--- src/rtl/pwg_pkg.sv ---
package pwg_pkg;

    localparam int ADDR_W = 3;

    typedef enum logic [ADDR_W-1:0] {
        REG_RLD_LO = 3'd0,
        REG_RLD_HI = 3'd1,
        REG_CTRL   = 3'd2,
        REG_PRESC  = 3'd3,
        REG_STAT   = 3'd4
    } reg_addr_e;

    localparam logic [2:0] WAVE_MODE = 3'b100;

    typedef enum logic {
        ST_STOP = 1'b0,
        ST_RUN  = 1'b1
    } run_state_e;

    typedef struct packed {
        logic       evsel;
        logic [1:0] spare;
        logic       level;
        logic       run;
        logic [2:0] mode;
    } ctrl_t;

endpackage

--- src/rtl/pwg_regs.sv ---
module pwg_regs
    import pwg_pkg::*;
#(
    parameter int CNT_W = 16,
    parameter int SEL_W = 4
) (
    input  logic                 clk,
    input  logic                 rst_n,
    input  logic                 wr_en,
    input  logic [ADDR_W-1:0]    wr_addr,
    input  logic [7:0]           wr_data,
    output logic [CNT_W-1:0]     reload,
    output ctrl_t                ctrl,
    output logic [SEL_W-1:0]     presc_sel,
    output logic                 irq_clr
);

    localparam int HI_W = CNT_W - 8;

    logic [7:0] lo_stage_q;

    always_ff @(posedge clk or negedge rst_n) begin
        if (!rst_n) begin
            lo_stage_q <= '0;
            reload     <= '0;
            ctrl       <= '0;
            presc_sel  <= '0;
        end else if (wr_en) begin
            unique case (wr_addr)
                REG_RLD_LO: lo_stage_q <= wr_data;
                REG_RLD_HI: reload     <= {wr_data[HI_W-1:0], lo_stage_q};
                REG_CTRL:   ctrl       <= ctrl_t'(wr_data);
                REG_PRESC:  presc_sel  <= wr_data[SEL_W-1:0];
                default:    ;
            endcase
        end
    end

    assign irq_clr = wr_en && (wr_addr == REG_STAT) && !wr_data[0];

endmodule

--- src/rtl/pwg_prescaler.sv ---
module pwg_prescaler #(
    parameter int STEPS = 10,
    parameter int SEL_W = 4
) (
    input  logic             clk,
    input  logic             rst_n,
    input  logic             en,
    input  logic [SEL_W-1:0] sel,
    output logic             tick
);

    localparam logic [SEL_W-1:0] SEL_MAX = SEL_W'(STEPS - 1);

    logic [STEPS-1:0] cnt_q;
    logic [STEPS-1:0] mask;
    logic [SEL_W-1:0] sel_c;

    assign sel_c = (sel > SEL_MAX) ? SEL_MAX : sel;

    for (genvar g = 0; g < STEPS; g++) begin : g_mask
        assign mask[g] = (sel_c >= SEL_W'(g));
    end

    assign tick = en && ((cnt_q & mask) == mask);

    always_ff @(posedge clk or negedge rst_n) begin
        if (!rst_n) begin
            cnt_q <= '0;
        end else if (!en || tick) begin
            cnt_q <= '0;
        end else begin
            cnt_q <= cnt_q + 1'b1;
        end
    end

endmodule

--- src/rtl/pwg_core.sv ---
module pwg_core
    import pwg_pkg::*;
#(
    parameter int CNT_W = 16
) (
    input  logic             clk,
    input  logic             rst_n,
    input  logic             run_req,
    input  logic             level,
    input  logic [CNT_W-1:0] reload,
    input  logic             tick,
    input  logic             irq_clr,
    output logic             running,
    output logic             uf,
    output logic             wave,
    output logic             irq
);

    run_state_e       state_q, state_d;
    logic [CNT_W-1:0] cnt_q;
    logic             start;

    always_comb begin
        state_d = state_q;
        unique case (state_q)
            ST_STOP: if (run_req)  state_d = ST_RUN;
            ST_RUN:  if (!run_req) state_d = ST_STOP;
            default: state_d = ST_STOP;
        endcase
    end

    always_ff @(posedge clk or negedge rst_n) begin
        if (!rst_n) state_q <= ST_STOP;
        else        state_q <= state_d;
    end

    assign start   = (state_q == ST_STOP) && run_req;
    assign running = (state_q == ST_RUN) && run_req;
    assign uf      = running && tick && (cnt_q == '0);

    always_ff @(posedge clk or negedge rst_n) begin
        if (!rst_n) begin
            cnt_q <= '0;
            wave  <= 1'b0;
            irq   <= 1'b0;
        end else begin
            if (start)
                cnt_q <= reload;
            else if (running && tick)
                cnt_q <= (cnt_q == '0) ? reload : cnt_q - 1'b1;
            if (uf)
                wave <= level;
            if (uf)
                irq <= 1'b1;
            else if (irq_clr)
                irq <= 1'b0;
        end
    end

endmodule

--- src/rtl/pwg_timer.sv ---
module pwg_timer
    import pwg_pkg::*;
#(
    parameter int CNT_W     = 16,
    parameter int DIV_STEPS = 10,
    parameter int SEL_W     = 4
) (
    input  logic              clk,
    input  logic              rst_n,
    input  logic              wr_en,
    input  logic [ADDR_W-1:0] wr_addr,
    input  logic [7:0]        wr_data,
    output logic              wave_out,
    output logic              wave_oe,
    output logic              irq
);

    logic [CNT_W-1:0] reload;
    ctrl_t            ctrl;
    logic [SEL_W-1:0] presc_sel;
    logic             irq_clr;
    logic             run_req;
    logic             running;
    logic             tick;
    logic             uf;

    pwg_regs #(.CNT_W(CNT_W), .SEL_W(SEL_W)) u_regs (
        .clk       (clk),
        .rst_n     (rst_n),
        .wr_en     (wr_en),
        .wr_addr   (wr_addr),
        .wr_data   (wr_data),
        .reload    (reload),
        .ctrl      (ctrl),
        .presc_sel (presc_sel),
        .irq_clr   (irq_clr)
    );

    assign wave_oe = (ctrl.mode == WAVE_MODE) && !ctrl.evsel;
    assign run_req = wave_oe && ctrl.run;

    pwg_prescaler #(.STEPS(DIV_STEPS), .SEL_W(SEL_W)) u_presc (
        .clk   (clk),
        .rst_n (rst_n),
        .en    (running),
        .sel   (presc_sel),
        .tick  (tick)
    );

    pwg_core #(.CNT_W(CNT_W)) u_core (
        .clk     (clk),
        .rst_n   (rst_n),
        .run_req (run_req),
        .level   (ctrl.level),
        .reload  (reload),
        .tick    (tick),
        .irq_clr (irq_clr),
        .running (running),
        .uf      (uf),
        .wave    (wave_out),
        .irq     (irq)
    );

endmodule

--- config.mk ---
export PLATFORM = sky130hd
export DESIGN_NAME = pwg_timer
export DESIGN_NICKNAME = d
export VERILOG_FILES = /design/src/rtl/pwg_pkg.sv /design/src/rtl/pwg_regs.sv /design/src/rtl/pwg_prescaler.sv /design/src/rtl/pwg_core.sv /design/src/rtl/pwg_timer.sv
export SDC_FILE = /design/constraint.sdc
export NUM_CORES = 1
export LEC_CHECK = 0
export ABC_CLOCK_PERIOD_IN_PS = 6280
export BUFFER_PORTS_ARGS = -buffer_cell sky130_fd_sc_hd__buf_2
export CORE_MARGIN = 10
export CORE_UTILIZATION = 43
export DETAILED_ROUTE_END_ITERATION = 10
export HOLD_SLACK_MARGIN = 0.03
export PLACE_DENSITY = 0.56
export REMOVE_ABC_BUFFERS = 1
export SETUP_SLACK_MARGIN = 0.3
export SKIP_CTS_REPAIR_TIMING = 1
export SYNTH_ARGS = -nofsm -noshare
export SYNTH_HDL_FRONTEND = slang
export SYNTH_HIERARCHICAL = 1
export SYNTH_SLANG_ARGS = --single-unit
--- constraint.sdc ---
create_clock -name clk -period 6.28 [get_ports clk]
set_input_delay 0.314 -clock clk [delete_from_list [all_inputs] [get_ports clk]]
set_output_delay 0.314 -clock clk [all_outputs]
set_load 0.01 [all_outputs]
==> impl_results.md <==
- CP cell instances: nor3_1, nand4_1, and2_1, a31oi_1, a2bb2oi_1
- Vias in the first global route: 2193
- Req. time, crit path: 6.54 ns
- Gate power share: around 18%
- Critical path startpoint: u_core/cnt_q[4]$_DFFE_PN0P_
- Synth warn: 6
- Final nets: 312
- Worst-path clk slew: roughly 0.080 ns
- Effective utilization at floorplan: approximately 44%
- Max-slew violations: 0
- M1 GR Usage: between 15 and 20%
- Initial drt markers: 197
- # IOs: 17
- Placed instance count: 383
- Critical path class: reg -> reg
- Total GRT Usage: 12.49%
- # DRC: 0
- Reg-to-Reg End: u_core/cnt_q[12]$_DFFE_PN0P_
- Number of inserted diodes: 0
- R2R cell count: 5
- Largest net degree at the start of global routing: between 60 and 70
- Most common cell after layout, fill and taps aside: dfrtp_1
- Seq pwr share: 49.9%
- Total core area: 0.007292 mm^2
- TritonCTS clock tree: built
- Setup_tns: 0 ns
- Critical Path AT: 3.37 ns
- Final Cell Area: 0.003577 mm^2
- Power per cell area: 344.0 mW/mm^2
- Worst R2R Start: u_core/cnt_q[4]$_DFFE_PN0P_
- Row count: 31
- Clock power frac: 31.7%
- Port buffer count: 16
- Average wire per standard cell: 16.93 um
- Area growth syn-to-layout: 10.69%
- Pleak: 1.426 nW
- Fin. Hold Viols: 0
- Gr ovfl total: 0
- Die Y: 106.7 um
- Net Sw Frac: 31.40%
- Period utilization: 49.46%
- Net Sw Power: 0.3864 mW
- Busiest grt layer: met1
- Max Cap Viol: 0
- Netlist Area Pre-Place: 0.003232 mm^2
- Met2 Use GR: about 17%
- CTS buffer count: 9
- CP Launch Type: flip-flop
- Router iterations before antenna repair: 4
- RD Place Congestion: around 0.86
- Clock Latency Late Sink: about 0.34 ns
- Final Skew: 0.01031 ns
- Worst VDD drop: 238.3 uV
- Die Wd: between 100 and 150 um
- Slew @ Worst Pin: about 1.1 ns
- Status: finished, final reports clean
- Root Driver: clkbuf_8
- WL final: 6.754 mm
- Max Freq: approximately 320 MHz
- H-tree lvl count: 3
- Longest Clk Path Bufs: 2
- Hold Path Class: in -> async
- Fin util: 49.06%
- Post-Synthesis Cells: 282
- Post-DP HPWL: 4.652 mm
- Vias per cell: 5.647
- Int Pwr: between 0.8 and 0.9 mW
- Placed Area: 0.003356 mm^2
- Worst setup path end: u_core/cnt_q[12]$_DFFE_PN0P_
- Finish-stage setup viols: 0
- Period minus WS final: 3.106 ns
- DR vias: 2253
- CP max stage delay: between 0.8 and 0.9 ns
- Final ANT Viol Nets: 0
- First-pass GRT wire length: ~12 mm
- RSZ-0062 raised after global routing: no
- Crit. End Element: flip-flop
- Die area: roughly 0.011 mm^2
- Fin cells: 399
- Reg2reg setup slack: approximately 3.2 ns
- Initial antenna violation count: 0
- Worst-path maximum fanout: 18
- CP max stage cell: nor3_1
- Clock sink count: 63
- Share of layout cells above drive strength 1: 26.67%
- M3 GR Usage: 2.695%
- Slew HR: 29.00%
- Avg Inst Size Synth: 11.46 um^2
- Commonest non-fill, non-tap cells in the layout: 63 x dfrtp_1, 35 x mux2_2, 16 x buf_2, 16 x a21oi_1, 14 x nand3_1
-- registers in the layout, indices dropped and copies added, names as in the netlist --
signal / count
u_presc/cnt_q: 10
u_regs/lo_stage_q: 8
u_regs/reload: 16
u_core/cnt_q: 16
u_core/irq: 1
u_regs/ctrl: 6
u_regs/presc_sel: 4
u_core/state_q: 1
u_core/wave: 1
-- per-layer routing --
| metal | wire length (um) | vias up |
|---|---|---|
| met4 | 108 | 0 |
| met2 | 2846 | 62 |
| li1 | - | 1087 |
| met5 | 0 | - |
| met1 | 3520 | 1095 |
| met3 | 278 | 9 |
-- power groups by stage --
stage | Combinational [mW] | Sequential, mW | Clock [mW]
2_1_floorplan | 0.174 | 0.588 | 0
3_3_place_gp | 0.224 | 0.619 | 0
3_5_place_dp | 0.225 | 0.622 | 0
4_1_cts | 0.227 | 0.614 | 0.399
5_1_grt | 0.254 | 0.630 | 0.415
6_report | 0.226 | 0.615 | 0.390
-- final cells by class --
type,instances,area [um^2]
clock buffer,9,123.9
clock inverter,7,97.59
sequential,63,1577
inverter,10,37.54
timing repair buffer,18,95.09
multi-input combinational,193,1523
tap,99,123.9
fill,709,3715
-- metrics by stage --
| step | hold slack [ns] | setup slack, ns | total power [mW] |
|---|---|---|---|
| 3_3_place_gp | 0.4819 | 3.383 | 0.8434 |
| 6_report | 0.1355 | 3.174 | 1.231 |
| 4_1_cts | 0.1734 | 3.282 | 1.240 |
| 2_1_floorplan | 0.01841 | 3.394 | 0.7621 |
| 3_5_place_dp | 0.4921 | 3.312 | 0.8466 |
| 5_1_grt | 0.2096 | 2.909 | 1.299 |
-- how the worst min path moves through the flow --
stage | end | slack [ns] | depth (start not counted) | startpoint
after floorplan | u_core/cnt_q[0]$_DFFE_PN0P_ | 0.02 | 0 | rst_n
after global placement | u_regs/ctrl[3]$_DFFE_PN0P_ | 0.48 | 1 | u_regs/ctrl[3]$_DFFE_PN0P_
after detailed placement | u_regs/ctrl[3]$_DFFE_PN0P_ | 0.49 | 1 | u_regs/ctrl[3]$_DFFE_PN0P_
after CTS | u_presc/cnt_q[7]$_DFF_PN0_ | 0.17 | 2 | rst_n
after global routing | u_core/cnt_q[13]$_DFFE_PN0P_ | 0.21 | 2 | rst_n
final | u_presc/cnt_q[7]$_DFF_PN0_ | 0.14 | 2 | rst_n
-- worst max-delay path, delay by kind of cell (launching register included) --
| family | cells | cell delay (ns) |
|---|---|---|
| flops | 1 | 0.43 |
| simple gates | 3 | 2.14 |
| compound gates | 2 | 0.45 |
Power figures use the tool's default switching activity.
